`src/rtl/chunk_match_pkg.sv`:
```
package chunk_match_pkg;

  typedef enum logic {
    CM_IDLE,
    CM_CMP
  } cm_state_t;

  // Whether byte lane b of chunk k belongs to the instruction. The span is
  // global: from first_off in chunk 0 up to last_off in chunk cnt-1.
  function automatic logic lane_live(input int k, input int b, input int cnt,
                                     input int first_off, input int last_off,
                                     input int cb);
    int pos;
    pos = k * cb + b;
    return (k < cnt) && (pos >= first_off) && (pos < (cnt - 1) * cb + last_off);
  endfunction

endpackage

```
`src/rtl/chunk_mask_gen.sv`:
```
module chunk_mask_gen #(
  parameter int CHUNK_BYTES = 8,
  parameter int MAX_CHUNKS  = 4,
  localparam int DW     = 8 * CHUNK_BYTES,
  localparam int CNT_W  = $clog2(MAX_CHUNKS + 1),
  localparam int LANE_W = $clog2(CHUNK_BYTES),
  localparam int OFF_W  = $clog2(CHUNK_BYTES) + 1
) (
  input  logic [CNT_W-1:0]                 count,
  input  logic [LANE_W-1:0]                first_off,
  input  logic [OFF_W-1:0]                 last_off,
  output logic [MAX_CHUNKS-1:0][DW-1:0]    masks
);
  import chunk_match_pkg::*;

  for (genvar k = 0; k < MAX_CHUNKS; k++) begin : g_chunk
    for (genvar b = 0; b < CHUNK_BYTES; b++) begin : g_lane
      assign masks[k][b*8 +: 8] = {8{lane_live(k, b, int'(count), int'(first_off),
                                               int'(last_off), CHUNK_BYTES)}};
    end
  end

endmodule

```
`src/rtl/chunk_entry_store.sv`:
```
module chunk_entry_store #(
  parameter int NUM_ENTRIES = 4,
  parameter int MAX_CHUNKS  = 4,
  parameter int CHUNK_BYTES = 8,
  localparam int DW     = 8 * CHUNK_BYTES,
  localparam int EW     = (NUM_ENTRIES > 1) ? $clog2(NUM_ENTRIES) : 1,
  localparam int IW     = (MAX_CHUNKS > 1) ? $clog2(MAX_CHUNKS) : 1,
  localparam int CNT_W  = $clog2(MAX_CHUNKS + 1),
  localparam int LANE_W = $clog2(CHUNK_BYTES),
  localparam int OFF_W  = $clog2(CHUNK_BYTES) + 1
) (
  input  logic              clk,
  input  logic              rst_n,
  input  logic [EW-1:0]     rd_entry,
  input  logic [IW-1:0]     rd_idx,
  output logic [DW-1:0]     rd_chunk,
  output logic [DW-1:0]     rd_mask,
  output logic [CNT_W-1:0]  rd_count,
  output logic [OFF_W-1:0]  rd_last,
  output logic              rd_valid,
  input  logic              miss_we,
  input  logic [EW-1:0]     miss_entry,
  input  logic [IW-1:0]     miss_idx,
  input  logic [DW-1:0]     miss_data,
  input  logic              fill_we,
  input  logic [EW-1:0]     fill_entry,
  input  logic [LANE_W-1:0] fill_first,
  input  logic [OFF_W-1:0]  fill_last,
  input  logic              app_we,
  input  logic [EW-1:0]     app_entry,
  input  logic              app_first,
  input  logic [DW-1:0]     app_data
);

  logic [NUM_ENTRIES-1:0][MAX_CHUNKS-1:0][DW-1:0] chunk_q;
  logic [NUM_ENTRIES-1:0][MAX_CHUNKS-1:0][DW-1:0] mask_q;
  logic [NUM_ENTRIES-1:0][CNT_W-1:0]              count_q;
  logic [NUM_ENTRIES-1:0][OFF_W-1:0]              last_q;
  logic [NUM_ENTRIES-1:0]                         valid_q;

  logic [MAX_CHUNKS-1:0][DW-1:0] fill_masks;
  logic [CNT_W-1:0]              fill_count;

  assign fill_count = count_q[fill_entry];

  chunk_mask_gen #(
    .CHUNK_BYTES(CHUNK_BYTES),
    .MAX_CHUNKS (MAX_CHUNKS)
  ) u_mask_gen (
    .count    (fill_count),
    .first_off(fill_first),
    .last_off (fill_last),
    .masks    (fill_masks)
  );

  assign rd_chunk = chunk_q[rd_entry][rd_idx];
  assign rd_mask  = mask_q[rd_entry][rd_idx];
  assign rd_count = count_q[rd_entry];
  assign rd_last  = last_q[rd_entry];
  assign rd_valid = valid_q[rd_entry];

  always_ff @(posedge clk) begin
    if (!rst_n) begin
      chunk_q <= '0;
      mask_q  <= '0;
      count_q <= '0;
      last_q  <= '0;
      valid_q <= '0;
    end else begin
      for (int e = 0; e < NUM_ENTRIES; e++) begin
        if (miss_we && (int'(miss_entry) == e)) begin
          chunk_q[e][miss_idx] <= miss_data;
          count_q[e]           <= CNT_W'(miss_idx) + CNT_W'(1);
          valid_q[e]           <= 1'b0;
        end else if (fill_we && (int'(fill_entry) == e) && (count_q[e] != '0)) begin
          for (int k = 0; k < MAX_CHUNKS; k++) begin
            chunk_q[e][k] <= chunk_q[e][k] & fill_masks[k];
            mask_q[e][k]  <= fill_masks[k];
          end
          last_q[e]  <= fill_last;
          valid_q[e] <= 1'b1;
        end else if (app_we && (int'(app_entry) == e)) begin
          if (app_first) begin
            chunk_q[e][0] <= app_data;
            count_q[e]    <= CNT_W'(1);
            valid_q[e]    <= 1'b0;
          end else if (int'(count_q[e]) < MAX_CHUNKS) begin
            chunk_q[e][IW'(count_q[e])] <= app_data;
            count_q[e]                  <= count_q[e] + CNT_W'(1);
            valid_q[e]                  <= 1'b0;
          end
        end
      end
    end
  end


  miss_invalidates_chk: assert property (@(posedge clk) disable iff (!rst_n)
    miss_we |=> !valid_q[$past(miss_entry)]);

  for (genvar e = 0; e < NUM_ENTRIES; e++) begin : g_bound

    count_bound_chk: assert property (@(posedge clk) disable iff (!rst_n)
      int'(count_q[e]) <= MAX_CHUNKS);

    valid_has_chunks_chk: assert property (@(posedge clk) disable iff (!rst_n)
      valid_q[e] |-> (count_q[e] != '0));
  end

endmodule

```
`src/rtl/chunk_match_ctrl.sv`:
```
module chunk_match_ctrl #(
  parameter int NUM_ENTRIES = 4,
  parameter int MAX_CHUNKS  = 4,
  parameter int CHUNK_BYTES = 8,
  parameter int PC_W        = 32,
  localparam int DW     = 8 * CHUNK_BYTES,
  localparam int EW     = (NUM_ENTRIES > 1) ? $clog2(NUM_ENTRIES) : 1,
  localparam int IW     = (MAX_CHUNKS > 1) ? $clog2(MAX_CHUNKS) : 1,
  localparam int CNT_W  = $clog2(MAX_CHUNKS + 1),
  localparam int LANE_W = $clog2(CHUNK_BYTES),
  localparam int OFF_W  = $clog2(CHUNK_BYTES) + 1
) (
  input  logic              clk,
  input  logic              rst_n,
  input  logic              lk_start,
  input  logic [EW-1:0]     lk_entry,
  input  logic [PC_W-1:0]   lk_pc,
  output logic              lk_busy,
  input  logic              fc_valid,
  output logic              fc_ready,
  input  logic [DW-1:0]     fc_data,
  output logic              hit,
  output logic [OFF_W-1:0]  hit_off,
  output logic              need_bytes,
  output logic              next_req,
  output logic              miss,
  output logic [LANE_W-1:0] restart_off,
  output logic [EW-1:0]     rd_entry,
  output logic [IW-1:0]     rd_idx,
  input  logic [DW-1:0]     rd_chunk,
  input  logic [DW-1:0]     rd_mask,
  input  logic [CNT_W-1:0]  rd_count,
  input  logic [OFF_W-1:0]  rd_last,
  input  logic              rd_valid,
  output logic              miss_we,
  output logic [EW-1:0]     miss_entry,
  output logic [IW-1:0]     miss_idx,
  output logic [DW-1:0]     miss_data
);
  import chunk_match_pkg::*;

  cm_state_t         st_q;
  logic [EW-1:0]     entry_q;
  logic [IW-1:0]     idx_q;
  logic [LANE_W-1:0] pcoff_q;
  logic              hit_q, miss_q, next_q, need_q;
  logic [OFF_W-1:0]  hit_off_q;
  logic [LANE_W-1:0] roff_q;

  // Named internal events
  logic              fc_take;
  logic              chunk_eq;
  logic              at_last;
  logic [LANE_W-1:0] start_off;

  assign lk_busy   = (st_q == CM_CMP);
  assign fc_ready  = lk_busy;
  assign fc_take   = fc_valid && fc_ready;
  assign chunk_eq  = ((fc_data & rd_mask) == rd_chunk);
  assign at_last   = ((CNT_W'(idx_q) + CNT_W'(1)) == rd_count);
  assign start_off = LANE_W'(lk_pc % PC_W'(CHUNK_BYTES));

  assign rd_entry  = lk_busy ? entry_q : lk_entry;
  assign rd_idx    = idx_q;

  assign miss_we    = fc_take && !chunk_eq;
  assign miss_entry = entry_q;
  assign miss_idx   = idx_q;
  assign miss_data  = fc_data;

  always_ff @(posedge clk) begin
    if (!rst_n) begin
      st_q      <= CM_IDLE;
      entry_q   <= '0;
      idx_q     <= '0;
      pcoff_q   <= '0;
      hit_q     <= 1'b0;
      miss_q    <= 1'b0;
      next_q    <= 1'b0;
      need_q    <= 1'b0;
      hit_off_q <= '0;
      roff_q    <= '0;
    end else begin
      hit_q  <= 1'b0;
      miss_q <= 1'b0;
      next_q <= 1'b0;
      need_q <= 1'b0;
      case (st_q)
        CM_IDLE: begin
          if (lk_start) begin
            entry_q <= lk_entry;
            idx_q   <= '0;
            pcoff_q <= start_off;
            if (rd_valid) begin
              st_q <= CM_CMP;
            end else begin
              miss_q <= 1'b1;
              roff_q <= start_off;
            end
          end
        end
        CM_CMP: begin
          if (fc_take) begin
            if (!chunk_eq) begin
              miss_q <= 1'b1;
              roff_q <= pcoff_q;
              st_q   <= CM_IDLE;
            end else if (at_last) begin
              hit_q     <= 1'b1;
              hit_off_q <= rd_last;
              need_q    <= (int'(rd_last) == CHUNK_BYTES);
              st_q      <= CM_IDLE;
            end else begin
              next_q <= 1'b1;
              idx_q  <= idx_q + IW'(1);
            end
          end
        end
        default: st_q <= CM_IDLE;
      endcase
    end
  end

  assign hit         = hit_q;
  assign miss        = miss_q;
  assign next_req    = next_q;
  assign need_bytes  = need_q;
  assign hit_off     = hit_off_q;
  assign restart_off = roff_q;


  need_with_full_hit_chk: assert property (@(posedge clk) disable iff (!rst_n)
    need_bytes |-> (hit && (int'(hit_off) == CHUNK_BYTES)));

  hit_miss_excl_chk: assert property (@(posedge clk) disable iff (!rst_n)
    !(hit && miss));

  result_ends_lookup_chk: assert property (@(posedge clk) disable iff (!rst_n)
    (hit || miss) |-> !lk_busy);

  next_keeps_busy_chk: assert property (@(posedge clk) disable iff (!rst_n)
    next_req |-> lk_busy);

  idx_in_list_chk: assert property (@(posedge clk) disable iff (!rst_n)
    lk_busy |-> (CNT_W'(idx_q) < rd_count));

  ready_only_busy_chk: assert property (@(posedge clk) disable iff (!rst_n)
    (!lk_busy && !$past(lk_busy)) |-> !(hit || next_req));

endmodule

```
`src/rtl/chunk_match_top.sv`:
```
module chunk_match_top #(
  parameter int NUM_ENTRIES = 4,
  parameter int MAX_CHUNKS  = 4,
  parameter int CHUNK_BYTES = 8,
  parameter int PC_W        = 32,
  localparam int DW     = 8 * CHUNK_BYTES,
  localparam int EW     = (NUM_ENTRIES > 1) ? $clog2(NUM_ENTRIES) : 1,
  localparam int IW     = (MAX_CHUNKS > 1) ? $clog2(MAX_CHUNKS) : 1,
  localparam int CNT_W  = $clog2(MAX_CHUNKS + 1),
  localparam int LANE_W = $clog2(CHUNK_BYTES),
  localparam int OFF_W  = $clog2(CHUNK_BYTES) + 1
) (
  input  logic              clk,
  input  logic              rst_n,
  input  logic              lk_start,
  input  logic [EW-1:0]     lk_entry,
  input  logic [PC_W-1:0]   lk_pc,
  output logic              lk_busy,
  input  logic              fc_valid,
  output logic              fc_ready,
  input  logic [DW-1:0]     fc_data,
  output logic              hit,
  output logic [OFF_W-1:0]  hit_off,
  output logic              need_bytes,
  output logic              next_req,
  output logic              miss,
  output logic [LANE_W-1:0] restart_off,
  input  logic              app_valid,
  input  logic [EW-1:0]     app_entry,
  input  logic              app_first,
  input  logic [DW-1:0]     app_data,
  input  logic              fill_valid,
  input  logic [EW-1:0]     fill_entry,
  input  logic [LANE_W-1:0] fill_first_off,
  input  logic [OFF_W-1:0]  fill_last_off
);

  logic [EW-1:0]    rd_entry;
  logic [IW-1:0]    rd_idx;
  logic [DW-1:0]    rd_chunk, rd_mask;
  logic [CNT_W-1:0] rd_count;
  logic [OFF_W-1:0] rd_last;
  logic             rd_valid;
  logic             miss_we;
  logic [EW-1:0]    miss_entry;
  logic [IW-1:0]    miss_idx;
  logic [DW-1:0]    miss_data;

  chunk_match_ctrl #(
    .NUM_ENTRIES(NUM_ENTRIES), .MAX_CHUNKS(MAX_CHUNKS),
    .CHUNK_BYTES(CHUNK_BYTES), .PC_W(PC_W)
  ) u_ctrl (
    .clk        (clk),
    .rst_n      (rst_n),
    .lk_start   (lk_start),
    .lk_entry   (lk_entry),
    .lk_pc      (lk_pc),
    .lk_busy    (lk_busy),
    .fc_valid   (fc_valid),
    .fc_ready   (fc_ready),
    .fc_data    (fc_data),
    .hit        (hit),
    .hit_off    (hit_off),
    .need_bytes (need_bytes),
    .next_req   (next_req),
    .miss       (miss),
    .restart_off(restart_off),
    .rd_entry   (rd_entry),
    .rd_idx     (rd_idx),
    .rd_chunk   (rd_chunk),
    .rd_mask    (rd_mask),
    .rd_count   (rd_count),
    .rd_last    (rd_last),
    .rd_valid   (rd_valid),
    .miss_we    (miss_we),
    .miss_entry (miss_entry),
    .miss_idx   (miss_idx),
    .miss_data  (miss_data)
  );

  chunk_entry_store #(
    .NUM_ENTRIES(NUM_ENTRIES), .MAX_CHUNKS(MAX_CHUNKS), .CHUNK_BYTES(CHUNK_BYTES)
  ) u_store (
    .clk       (clk),
    .rst_n     (rst_n),
    .rd_entry  (rd_entry),
    .rd_idx    (rd_idx),
    .rd_chunk  (rd_chunk),
    .rd_mask   (rd_mask),
    .rd_count  (rd_count),
    .rd_last   (rd_last),
    .rd_valid  (rd_valid),
    .miss_we   (miss_we),
    .miss_entry(miss_entry),
    .miss_idx  (miss_idx),
    .miss_data (miss_data),
    .fill_we   (fill_valid),
    .fill_entry(fill_entry),
    .fill_first(fill_first_off),
    .fill_last (fill_last_off),
    .app_we    (app_valid),
    .app_entry (app_entry),
    .app_first (app_first),
    .app_data  (app_data)
  );


  no_pulse_idle_reset_chk: assert property (@(posedge clk) disable iff (!rst_n)
    $rose(rst_n) |-> !(hit || miss || next_req));

endmodule

```
`config.mk`:
```
export PLATFORM = sky130hd
export DESIGN_NAME = chunk_match_top
export DESIGN_NICKNAME = d
export VERILOG_FILES = /design/src/rtl/chunk_match_pkg.sv /design/src/rtl/chunk_mask_gen.sv /design/src/rtl/chunk_entry_store.sv /design/src/rtl/chunk_match_ctrl.sv /design/src/rtl/chunk_match_top.sv
export SDC_FILE = /design/constraint.sdc
export NUM_CORES = 2
export LEC_CHECK = 0
export BUFFER_PORTS_ARGS = -buffer_cell sky130_fd_sc_hd__buf_2
export CORE_ASPECT_RATIO = 0.5
export CORE_MARGIN = 3
export CORE_UTILIZATION = 56
export CTS_BUF_LIST = sky130_fd_sc_hd__clkbuf_8
export DETAILED_ROUTE_END_ITERATION = 7
export PLACE_DENSITY = 0.73
export SLEW_MARGIN = 20
export SYNTH_ARGS = -nofsm -noshare
export SYNTH_HDL_FRONTEND = slang
export SYNTH_SLANG_ARGS = --single-unit
```
`constraint.sdc`:
```
create_clock -name clk -period 6.26 [get_ports clk]
set_input_delay 0.626 -clock clk [delete_from_list [all_inputs] [get_ports clk]]
set_output_delay 0.626 -clock clk [all_outputs]
set_load 0.02 [all_outputs]
```
==> impl_metrics.csv <==
group,metric,value,unit
run_status,status,"complete, but fails checks",
run_status,violations,"setup timing",
worst_setup_path,worstSetupPathType,"flop to flop",
synthesis,yosysWarningCount,0,
place,dp.cells,8905,
grt,grt_use_total,0.436,
worst_setup_path,crit_start,"u_ctrl.miss_idx[0]",
floorplanning,die_w,494,um
synthesis,synthSimpleGateAreaFrac,0.148,
sta,worstMarginPinSlew,1360,ps
sta,max_freq,157,MHz
power_and_ir_drop,comb_power_share,0.114,
floorplanning,initial_core_util,0.572,
power_and_ir_drop,sequentialPowerShare,0.475,
power_and_ir_drop,power.switching,0.00475,W
detailed_routing,drc,0,
floorplanning,placeableCoreArea,117000,um^2
clock_network,clkSinkCount,1203,
finish,fin_nets,7726,
detailed_routing,first_pass_iters,7,
detailed_routing,final_antenna_net_count,0,
synthesis,synth_top_family_by_area,"compound AO/OA/AOI/OAI gates",
finish,drive_gt1_frac,0.170,
detailed_routing,viasPerCell,7.32,
clock_network,root_buffer,"clkbuf_8",
worst_setup_path,worstPathRequired,7020,ps
grt,grt_max_degree,206,
place,dpl_worst_slack,-123,ps
synthesis,synthDistinctLibCells,89,
grt,grt_pass1_vias,63300,
min_path,hold_path.class,"input port to flop",
synthesis,avgSynthCellArea,8.89,um^2
synthesis,synthCells,7502,
synthesis,synth_xor_area_frac,0.00407,
synthesis,syn_nets,7709,
worst_setup_path,slowest_stage,"nor2_4",
power_and_ir_drop,irDropWorstVdd,0.000184,V
power_and_ir_drop,swShare,0.290,
synthesis,synth_top_area_share,0.361,
clock_network,cts_buffer_depth,3,
floorplanning,dieArea,124000,um^2
synthesis,synth_area_leader_cell,"dfxtp_1",
grt,grt_pass1_wl,410,mm
floorplanning,io-pin-count,193,
worst_setup_path,max_stage_delay,780,ps
clock_network,htree_levels,4,
synthesis,syn-cell-area,66700,um^2
sta,fin_skew,70.2,ps
synthesis,synth.area.top_cells,"dfxtp_1 36%, mux4_2 10%, nand2_1 10%",
synthesis,synth_ff_type,"dfxtp_1",
sta,finalSetupTns,-2670,ps
power_and_ir_drop,p_leak,30.2,nW
power_and_ir_drop,intPower,0.0116,W
floorplanning,die_h,250,um
synthesis,synth_mux_area_frac,0.181,
finish,final_cell_mix,"1784 x nand2_1, 1201 x dfxtp_1, 555 x a22o_1, 520 x o22ai_1, 507 x mux2i_1",
place,port_buffers,163,
detailed_routing,routed-via-count,67700,
sta,hold_viol,0,
finish,area_delta_synth_final,13.0,%
sta,period_minus_slack,6390,ps
sta,whs,60.4,ps
worst_setup_path,r2r_start,"u_ctrl.miss_idx[0]",
finish,instances_no_fill,9249,
synthesis,async_reset_ff_frac,0,
power_and_ir_drop,pwr-share-clk,0.412,
synthesis,synth_compound_area_frac,0.250,
detailed_routing,routed_wl,282,mm
finish,final_common_cell,"nand2_1",
synthesis,ys_seq_area_frac,0.361,
worst_setup_path,critPathMaxFanout,17,
synthesis,ys_ff_latch,1203,
grt,antenna_found_initial,21,
sta,setup_violations,78,
place,place.gp.congestion,1.00,
worst_setup_path,end_kind,"flop",
sta,maxSlewHeadroom,0.0927,
sta,slew_viol_final,0,
worst_setup_path,critPathArrivalTime,7150,ps
min_path,hp-start,"fill_last_off[0]",
sta,fin_ws,-130,ps
detailed_routing,wl_per_cell,30.5,um
clock_network,cts_tree,"done",
worst_setup_path,cp_common_cell,"buf_4",
floorplanning,row_count,88,
detailed_routing,dr.first_iter.drc_count,12300,
power_and_ir_drop,powerDensity,217,nW/um^2
flow_run,max-cap-violations,0,
synthesis,synth-edff-count,0,
grt,grt-ovfl-total,0,
clock_network,clock_latency,990,ps
place,hpwlAfterDp,176,mm
clock_network,path_clk_slew,80,ps
sta,timing.final.crit_share,1.02,
worst_setup_path,worstSetupStartpointType,"flop",
worst_setup_path,cp_cell_sequence,"inv_2 -> nor2_4 -> a22oi_1 -> and2_1 -> or4b_1 -> o2bb2ai_2 -> o22ai_1 -> nor4_2 -> buf_4 -> and3_2 -> buf_4 -> or3_1 -> buf_12 -> a21boi_1 -> buf_4 -> o22ai_1",
synthesis,synth_adder_area_share,0.00506,
clock_network,cts_inserted_buffers,172,
==> sequential cells by signal, summed over array words and instances, names as in the netlist <==
| signal | cells |
|---|---|
| u_store.mask_q | 128 |
| u_store.chunk_q | 1024 |
| u_ctrl.restart_off | 3 |
| u_ctrl.next_req | 1 |
| u_ctrl.pcoff_q | 3 |
| u_ctrl.miss_idx | 2 |
| u_ctrl.hit | 1 |
| u_ctrl.hit_off | 4 |
| u_ctrl.fc_ready | 1 |
| u_ctrl.miss_entry | 2 |
| u_store.count_q | 12 |
| u_store.last_q | 16 |
| u_ctrl.miss | 1 |
| u_store.valid_q | 4 |
| u_ctrl.need_bytes | 1 |
==> logic make-up (layout without fill, tap and decap cells) <==
logic type	count (synthesis)	count (layout)
AO/OA/AOI/OAI	2215	2215
other	0	17
flip-flops	1203	1203
AND/OR/NAND/NOR	2398	2400
adder cells (fa/ha/maj)	27	27
multiplexers	821	821
XOR/XNOR	31	31
buffers and inverters	807	960
==> synthesized netlist by cell type (154+ instances only) <==
cell type and count:
mux4_2 308, nand2_1 1791, nor2_1 206, buf_2 154, clkbuf_1 538, o21ai_0 202
a22o_1 555, dfxtp_1 1203, o22a_1 298, o22ai_1 520, a21oi_1 158, mux2i_1 507
o2bb2ai_1 156
==> power by group through the flow <==
stage | Combinational [W] | Sequential [W] | Clock, W
after CTS | 0.00175 | 0.00778 | 0.00668
after global routing | 0.00190 | 0.00778 | 0.00701
after floorplan | 0.000944 | 0.00794 | 0
final | 0.00186 | 0.00778 | 0.00675
after global placement | 0.00173 | 0.00795 | 0
after detailed placement | 0.00174 | 0.00795 | 0
==> final timing paths <==
kind | end | slack [ps] | cells past startpoint
max reg2reg | u_store.chunk_q[151] | -130 | 16
min reg2reg | u_store.chunk_q[702] | 450 | 2
max | u_store.chunk_q[151] | -130 | 16
min | u_store.last_q[8] | 60 | 3
==> worst max-delay path, delay by kind of cell, from the launching register on <==
kind,cells,cell delay (ps)
buffers and inverters,5,1240
flip-flops,1,650
AO/OA/AOI/OAI,5,1470
AND/OR/NAND/NOR,6,2810
==> repair_timing <==
item	CTS	global route
hold buffers	6	0
setup endpoints to repair	29	1129
endpoints found under the hold margin	7	0
buffers inserted	0	7
resized for setup	4	6
gates cloned	0	2
pin swaps	1	4
==> final cells by class <==
| type | instances | area (um^2) |
|---|---|---|
| fillers | 9462 | 41300 |
| multi-input cells | 5494 | 39700 |
| flip-flops and latches | 1203 | 24100 |
| repair buffers | 609 | 5860 |
| clock buffers | 214 | 2950 |
| well taps | 1575 | 1970 |
| clock inverters | 98 | 629 |
| inverters | 39 | 156 |
| diodes | 17 | 42.5 |
==> stage by stage <==
stage          utilization  cell area, um^2  power [W]
2_1_floorplan            -            66700    0.00888
4_1_cts              0.644            75200     0.0162
3_5_place_dp         0.613            71600    0.00969
3_3_place_gp         0.613            71500    0.00968
5_1_grt              0.646            75400     0.0167
6_report             0.646            75400     0.0164
==> routing by layer <==
metal  up-vias  share of wire  wire length [um]  track usage
met5         -        0.00054               151            0
met1     32000           0.36            102000        0.575
met2      6323           0.40            112000        0.598
li1      28100              -                 -            -
met4        16          0.061             17200        0.239
met3      1325           0.18             50400        0.183
Note: power is estimated with default switching activity, not from simulation.
